==> src/rtl/cfg_xlat_pkg.sv <==
package cfg_xlat_pkg;
    localparam logic [3:0] CMD_CFG_RD  = 4'b1010;
    localparam logic [3:0] CMD_CFG_WR  = 4'b1011;
    localparam logic [3:0] CMD_SPECIAL = 4'b0001;

    typedef enum logic [1:0] {
        XK_IGNORE  = 2'd0,
        XK_FWD_T1  = 2'd1,
        XK_TO_T0   = 2'd2,
        XK_SPECIAL = 2'd3
    } xlat_kind_e;

    typedef enum logic [1:0] {
        ST_IDLE     = 2'd0,
        ST_CLASSIFY = 2'd1,
        ST_DRIVE    = 2'd2
    } xlat_state_e;
endpackage

==> src/rtl/cfg_idsel_gen.sv <==
module cfg_idsel_gen #(
    parameter int DEV_W      = 5,
    parameter int FIELD_LO   = 11,
    parameter int AD_W       = 32,
    parameter int IDSEL_BASE = 16,
    parameter int IDSEL_N    = 16
) (
    input  logic [DEV_W-1:0]         dev,
    output logic [AD_W-FIELD_LO-1:0] sel
);
    localparam int FW  = AD_W - FIELD_LO;
    localparam int OFF = IDSEL_BASE - FIELD_LO;

    for (genvar b = 0; b < FW; b++) begin : g_bit
        if (b >= OFF && b < OFF + IDSEL_N) begin : g_line
            assign sel[b] = (dev == DEV_W'(b - OFF));
        end else begin : g_zero
            assign sel[b] = 1'b0;
        end
    end
endmodule

==> src/rtl/cfg_decode.sv <==
module cfg_decode
    import cfg_xlat_pkg::*;
#(
    parameter int AD_W  = 32,
    parameter int BUS_W = 8
) (
    input  logic [AD_W-1:0]  ad,
    input  logic [3:0]       cmd,
    input  logic             wr,
    input  logic [BUS_W-1:0] sec,
    input  logic [BUS_W-1:0] sub,
    output xlat_kind_e       kind,
    output logic             claim,
    output logic             noclaim,
    output logic [AD_W-1:0]  nxt_ad,
    output logic [3:0]       nxt_cmd
);
    localparam int DEV_W   = 5;
    localparam int DEV_LO  = 11;
    localparam int FN_LO   = 8;
    localparam int REG_LO  = 2;
    localparam int BUS_LO  = 16;

    logic [BUS_W-1:0]       bus;
    logic [DEV_W-1:0]       dev;
    logic [2:0]             fn;
    logic [5:0]             regn;
    logic [AD_W-DEV_LO-1:0] sel;
    logic                   is_t1, bus_hit, bus_fwd, spec_enc;

    assign bus  = ad[BUS_LO +: BUS_W];
    assign dev  = ad[DEV_LO +: DEV_W];
    assign fn   = ad[FN_LO +: 3];
    assign regn = ad[REG_LO +: 6];

    cfg_idsel_gen #(
        .DEV_W(DEV_W), .FIELD_LO(DEV_LO), .AD_W(AD_W),
        .IDSEL_BASE(16), .IDSEL_N(16)
    ) u_idsel (
        .dev(dev),
        .sel(sel)
    );

    assign is_t1    = ((cmd == CMD_CFG_RD) || (cmd == CMD_CFG_WR)) && (ad[1:0] == 2'b01);
    assign bus_hit  = (bus == sec);
    assign bus_fwd  = (bus > sec) && (bus <= sub);
    assign spec_enc = wr && (cmd == CMD_CFG_WR) && (&dev) && (&fn) && (regn == '0);

    always_comb begin
        kind    = XK_IGNORE;
        claim   = 1'b0;
        noclaim = 1'b0;
        if (is_t1) begin
            if (bus_hit && spec_enc) begin
                kind  = XK_SPECIAL;
                claim = 1'b1;
            end else if (bus_hit) begin
                kind  = XK_TO_T0;
                claim = 1'b1;
            end else if (bus_fwd) begin
                kind  = XK_FWD_T1;
                claim = 1'b1;
            end else begin
                noclaim = 1'b1;
            end
        end
    end

    always_comb begin
        nxt_ad  = ad;
        nxt_cmd = cmd;
        unique case (kind)
            XK_TO_T0:   nxt_ad  = {sel, ad[DEV_LO-1:REG_LO], 2'b00};
            XK_SPECIAL: nxt_cmd = CMD_SPECIAL;
            XK_FWD_T1,
            XK_IGNORE:  ;
            default:    ;
        endcase
    end
endmodule

==> src/rtl/cfg_xlat.sv <==
module cfg_xlat
    import cfg_xlat_pkg::*;
#(
    parameter int AD_W  = 32,
    parameter int BUS_W = 8
) (
    input  logic             clk,
    input  logic             rst_n,
    input  logic             req_valid,
    input  logic [AD_W-1:0]  req_ad,
    input  logic [3:0]       req_cmd,
    input  logic             req_write,
    input  logic [BUS_W-1:0] sec_bus,
    input  logic [BUS_W-1:0] sub_bus,
    output logic             out_valid,
    output logic [1:0]       out_kind,
    output logic             out_claim,
    output logic             out_noclaim,
    output logic [AD_W-1:0]  out_ad,
    output logic [3:0]       out_cmd
);
    xlat_state_e      state, state_nxt;
    logic [AD_W-1:0]  cap_ad;
    logic [3:0]       cap_cmd;
    logic             cap_wr;
    logic [BUS_W-1:0] cap_sec, cap_sub;

    xlat_kind_e       d_kind;
    logic             d_claim, d_noclaim;
    logic [AD_W-1:0]  d_ad;
    logic [3:0]       d_cmd;

    cfg_decode #(.AD_W(AD_W), .BUS_W(BUS_W)) u_dec (
        .ad(cap_ad), .cmd(cap_cmd), .wr(cap_wr),
        .sec(cap_sec), .sub(cap_sub),
        .kind(d_kind), .claim(d_claim), .noclaim(d_noclaim),
        .nxt_ad(d_ad), .nxt_cmd(d_cmd)
    );

    always_comb begin
        state_nxt = state;
        unique case (state)
            ST_IDLE:     if (req_valid) state_nxt = ST_CLASSIFY;
            ST_CLASSIFY: state_nxt = ST_DRIVE;
            ST_DRIVE:    state_nxt = ST_IDLE;
            default:     state_nxt = ST_IDLE;
        endcase
    end

    always_ff @(posedge clk) begin
        if (!rst_n) state <= ST_IDLE;
        else        state <= state_nxt;
    end

    always_ff @(posedge clk) begin
        if (!rst_n) begin
            cap_ad  <= '0;
            cap_cmd <= '0;
            cap_wr  <= 1'b0;
            cap_sec <= '0;
            cap_sub <= '0;
        end else if (state == ST_IDLE && req_valid) begin
            cap_ad  <= req_ad;
            cap_cmd <= req_cmd;
            cap_wr  <= req_write;
            cap_sec <= sec_bus;
            cap_sub <= sub_bus;
        end
    end

    always_ff @(posedge clk) begin
        if (!rst_n) begin
            out_kind    <= XK_IGNORE;
            out_claim   <= 1'b0;
            out_noclaim <= 1'b0;
            out_ad      <= '0;
            out_cmd     <= '0;
        end else if (state == ST_CLASSIFY) begin
            out_kind    <= d_kind;
            out_claim   <= d_claim;
            out_noclaim <= d_noclaim;
            out_ad      <= d_ad;
            out_cmd     <= d_cmd;
        end
    end

    assign out_valid = (state == ST_DRIVE);
endmodule

==> config.mk <==
export PLATFORM = sky130hd
export DESIGN_NAME = cfg_xlat
export DESIGN_NICKNAME = d
export VERILOG_FILES = /design/src/rtl/cfg_xlat_pkg.sv /design/src/rtl/cfg_idsel_gen.sv /design/src/rtl/cfg_decode.sv /design/src/rtl/cfg_xlat.sv
export SDC_FILE = /design/constraint.sdc
export NUM_CORES = 1
export LEC_CHECK = 0
export CAP_MARGIN = 40
export CORE_ASPECT_RATIO = 0.9
export CORE_MARGIN = 2
export CORE_UTILIZATION = 40
export CTS_CLUSTER_DIAMETER = 50
export CTS_CLUSTER_SIZE = 24
export DETAILED_ROUTE_END_ITERATION = 7
export DONT_BUFFER_PORTS = 1
export GPL_TIMING_DRIVEN = 1
export HOLD_SLACK_MARGIN = 0.15
export PLACE_DENSITY = 0.53
export SLEW_MARGIN = 10
export SYNTH_ARGS = -nofsm -noshare
export SYNTH_HDL_FRONTEND = slang
export SYNTH_HIERARCHICAL = 1
export SYNTH_SLANG_ARGS = --single-unit
==> constraint.sdc <==
create_clock -name clk -period 2.2 [get_ports clk]
set_input_delay 0.55 -clock clk [delete_from_list [all_inputs] [get_ports clk]]
set_output_delay 0.55 -clock clk [all_outputs]
set_load 0.01 [all_outputs]
# Yosys cells after proc, flatten, opt, wreduce, memory -nomap -nowiden
# Cells that the tools add are included.
# W data, S select, Z words.
# classes
magnitude_cmp	2
eq_ne	24
mux	16
reduce_logical	14
# op_table
cell	n
$eq A5 B4 Y1 const B	8
$mux W32	1
$eq A5 B3 Y1 const B	4
$eq A5 B2 Y1 const B	2
$mux W1	9
$eq A4 B4 Y1 const B	2
$eq A8 B8 Y1	1
$gt A8 B8 Y1	1
$le A8 B8 Y1	1
$logic_and A1 B1 Y1	8
$mux W2	4
$eq A2 B2 Y1 const B	3
$logic_not A6 Y1	1
$eq A5 B1 Y1 const B	1
$logic_not A5 Y1	1
$reduce_and A5 Y1	1
$eq A2 B1 Y1 const B	2
$mux W4	1
$pmux W2 S2	1
$reduce_and A3 Y1	1
$logic_not A2 Y1	1
$ne A2 B2 Y1 const B	1
$logic_or A1 B1 Y1	1
# word_totals
regBits	95
input_bits	56
elab_cells	67

# Longest topological paths before layout
# depth
depth_word	10
depth_mapped	10

# Hierarchy
# The synthesis kept the hierarchy.
# by_module_without_submodules
mod	instances	cells_per_inst	area_each_um2	seq_area_each_um2
cfg_xlat	1	416	3478.3	1901.8
cfg_decode	1	107	957.2	0.0
cfg_idsel_gen	1	29	153.9	0.0

# Least setup slack after synthesis
# OpenSTA, ideal clock, no wires.
# synth_path
kind	register -> register
startpoint	reg cap_sec[7]
endpoint	reg out_ad[12]
setup_ns	0.122
arrival_ns	1.650
required_time_ns	2.078
slack_ns	0.428
stages_incl_launch_ff	11
path_buffers	1
synth_period_minus_slack_ns	1.772
cell_sequence	dfxtp_1 inv_1 ha_1 nand4_1 nor2_1 and2_4 nand2b_4 buf_12 mux2_4 nand2_1 a21boi_0
# synth_rtl
element	line_no	source
start: declaration	cfg_xlat.sv:26	logic [BUS_W-1:0] cap_sec, cap_sub;
start signal: assignment	cfg_xlat.sv:66	cap_sec <= sec_bus;
$eq A8 B8 Y1 *	cfg_decode.sv:45	assign bus_hit = (bus == sec);
$mux W2 or $logic_and A1 B1 Y1 (tied branches)	cfg_decode.sv:57, cfg_decode.sv:54	
$mux W2 *	cfg_decode.sv:54	if (bus_hit && spec_enc) begin
$mux W2 *	cfg_decode.sv:53	if (is_t1) begin
net d_kind[1]	cfg_xlat.sv:28	xlat_kind_e d_kind;
$eq A2 B2 Y1 *	cfg_decode.sv:72	unique case (kind)
$mux W32 *	cfg_decode.sv:72	
net d_ad[12]	cfg_xlat.sv:30	logic [AD_W-1:0] d_ad;
end signal: assignment	cfg_xlat.sv:76	out_ad <= '0;
end signal: assignment	cfg_xlat.sv:82	out_ad <= d_ad;
end: declaration	cfg_xlat.sv:19	output logic [AD_W-1:0] out_ad,
# The timed path passes the listed nets; every way through them passes the cells marked *.
# A chain may end at the register's enable or synchronous reset.

# Worst setup path in the final report
# layout_path
startpoint	reg cap_ad[5]
endpoint	reg out_ad[28]
# layout_via
elab_chain_cells	7
# layout_rtl
element	line_no	source
start: declaration	cfg_xlat.sv:23	logic [AD_W-1:0] cap_ad;
start signal: assignment	cfg_xlat.sv:63	cap_ad <= req_ad;
$logic_not A6 Y1	cfg_decode.sv:47	assign spec_enc = wr && (cmd == CMD_CFG_WR) && (&dev) && (&fn) && (regn == '0);
$logic_and A1 B1 Y1	cfg_decode.sv:47	
$logic_and A1 B1 Y1	cfg_decode.sv:54	
$mux W2	cfg_decode.sv:54	
$mux W2	cfg_decode.sv:53	
$eq A2 B2 Y1	cfg_decode.sv:72	
$mux W32	cfg_decode.sv:72	
net d_ad[28]	cfg_xlat.sv:30	
# The timed path passes the listed nets, and every way through them passes these cells.

==> metrics.txt <==
Die W=116.9 µm; critical path arrival=2.30 ns; Simple-Gate Fraction of Synth Area=24.15%; Seq cells post-synth=95; WHS=0.3300 ns; Reg power frac=46.7%; worst setup margin=0.1309 ns; switching part of the total=25.20%; drt pass-1 iters=5; vias=3513; type of origin of the critical path=flop; total negative setup slack=0 ns; clock share of power=43.4%; Tmin final=2.069 ns; DRC=0; MaxCap Viol Count=0; asr flop ratio synth=0%; Final period util=94.05%; post-synthesis cell count=552; vias per inst=5.077; share of layout cells above drive strength 1=11.94%; sequential share of the synthesized area=41.44%; power per standard cell area=804.9 nW/µm²; DR iter-0 viols=149; required time worst endpoint=2.43 ns; FMAX=483.3 MHz; compound-gate portion of the synthesized area=14.34%; Root Driver=clkbuf_16; library cells used by synthesis=41; RSZ-0062 raised after global routing=false; worst skew pair latency=0.35 ns; Nets=603; WL final=10810 µm; CTS sink cnt=95; CP max FO=6; Clock Skews=0.01073 ns; Final Hold Fails=0; DRT antenna net count=0; drt wl/cell=15.63 µm; crit end category=flop; synth-to-layout area growth=8.097%; Synth Area in Adders=4.362%; Logic pwr share=9.9%; Worst Hold Class=in -> reg; max-slew violation count=0; main combinational cell family by area after synthesis=simple AND/OR/NAND/NOR gates; status=finished clean; Clock Path Buffers=2; sw power=1006 µW; Antenna Cells=0; final instance area=4961 µm²; vias in the first global route=3370; initial antenna violation count=0; # fillers=1154; internal power=2987 µW; global-route wire length before repair=17300 µm; Leak=0.001855 µW; # setup viols final=0; GP Congestion=0.8327; DIE AREA=12350 µm²; Num CTS Buffers=9; mapped cell area=4589 µm²; Initial Util=40.63%; Power Total=3993 µW; num rows=37; Ys Warns=6; Clock transition at path regs=0.07 ns; pin count of the biggest net entering global routing=149; Die Y=105.6 µm; Core Area=11300 µm²; gr ovfl total=0; Crit Path Class=reg -> reg; dpl ws=0.02094 ns; Area after DPL=4602 µm²; GR Util All Layers=18.21%; dpl hpwl=7623 µm; port buffer count=0; worst vdd ir=0.3440 mV; mux cell area share after synthesis=6.707%; I/O Pins=97; H-tree levels=3; syn_area_per_cell=8.314 µm²; number of flops mapped to enable cells by yosys=0; ys flop type=dfxtp_1; XOR/XNOR share of the synthesized area=0%; CTS tree=built
path summary, 6_finish.rpt:
| check | start | to | slack, ns | cells past startpoint |
|---|---|---|---|---|
| max reg2reg | cap_ad[5]$_SDFFE_PN0P_ | out_ad[28]$_SDFFE_PN0N_ | 0.13 | 8 |
| min reg2reg | cap_ad[24]$_SDFFE_PN0P_ | cap_ad[24]$_SDFFE_PN0P_ | 0.46 | 2 |
| max | cap_ad[5]$_SDFFE_PN0P_ | out_ad[28]$_SDFFE_PN0N_ | 0.13 | 8 |
| min | req_ad[8] | cap_ad[8]$_SDFFE_PN0P_ | 0.33 | 2 |
logic make-up after synthesis:
group | after synthesis
AOI/OAI and AO/OA | 108
muxes | 21
adders and majority gates | 16
DFF | 95
and+or+nand+nor | 241
other | 1
buffers and inverters | 70
cells in the final DEF (no fill, tap or decap), types with 3 or more instances in the layout:
master,count
nand2b_1,3
nand3_1,53
dfxtp_1,95
conb_1,5
a21boi_1,7
nor2b_1,4
nor3_1,4
clkbuf_16,9
nand4_1,7
nor2_1,16
a21boi_0,33
and2_1,5
buf_4,17
ha_1,16
a21oi_1,6
o21ai_0,29
mux2_4,19
nand2_1,137
inv_1,15
o21ai_1,27
stage by stage:
| step | utilization, % | std cells |
|---|---|---|
| after floorplan | - | 556 |
| after global placement | 40.74 | 674 |
| after detailed placement | 40.74 | 674 |
| after CTS | 43.65 | 690 |
| after global routing | 43.92 | 692 |
| final | 43.92 | 692 |
cells in the mapped netlist, drive strengths merged, types with 4 or more instances:
cell | number | area share (%)
nand3 | 53 | 5.8
o21ai | 56 | 6.1
nand2 | 137 | 11
nor2b | 5 | 0.68
dfxtp | 95 | 41
mux2 | 21 | 6.7
nand2b | 4 | 0.71
nor3 | 4 | 0.44
inv | 15 | 1.2
clkbuf | 21 | 1.8
and2 | 6 | 0.87
buf | 34 | 5.9
nor2 | 16 | 1.3
ha | 16 | 4.4
a21oi | 6 | 0.65
nand4 | 7 | 0.95
a21boi | 40 | 6.5
sequential cells by signal, indices dropped and copies added, names as in the netlist:
| name | count |
|---|---|
| cap_ad | 32 |
| cap_cmd | 4 |
| cap_sec | 8 |
| cap_sub | 8 |
| cap_wr | 1 |
| out_ad | 32 |
| out_claim | 1 |
| out_cmd | 4 |
| out_kind | 2 |
| out_noclaim | 1 |
| state | 2 |
critical path, stage by stage (launching register included):
cell and delay [ns]:
dfxtp_1 0.34, nor4_2 0.30, nand4_1 0.20, nor4_4 0.23, nand2b_4 0.22, buf_4 0.19, mux2_4 0.31, nand2_1 0.07
a21boi_0 0.08
what timing repair did:
item | CTS | global route
endpoints found under the setup margin | 0 | 12
hold buffers | 0 | 0
buffers inserted | 0 | 2
gates resized for setup | 0 | 2
power groups by stage:
stage	clock (µW)	sequential [µW]	combinational [µW]
after global placement	0	1900	387
final	1730	1870	395
after CTS	1770	1870	396
after floorplan	0	1890	359
after detailed placement	0	1910	395
after global routing	1830	1880	452
area by class of cell:
class	count	area, µm²	share of cell area (%)
multi-input cells	391	2311	46.58
flip-flops and latches	95	1902	38.34
clock buffers	9	225.2	4.540
well taps	156	195.2	3.934
repair buffers	19	167.7	3.380
clock inverters	7	103.9	2.093
inverters	15	56.30	1.135
metal layers:
metal,up-vias,GRT usage (%),share of wire [%]
met1,1634,25.79,49
met5,-,0,0
met4,0,7.815,2.3
met2,76,26.22,43
met3,12,4.370,6.0
li1,1791,-,-
Power figures use the tool's default switching activity.
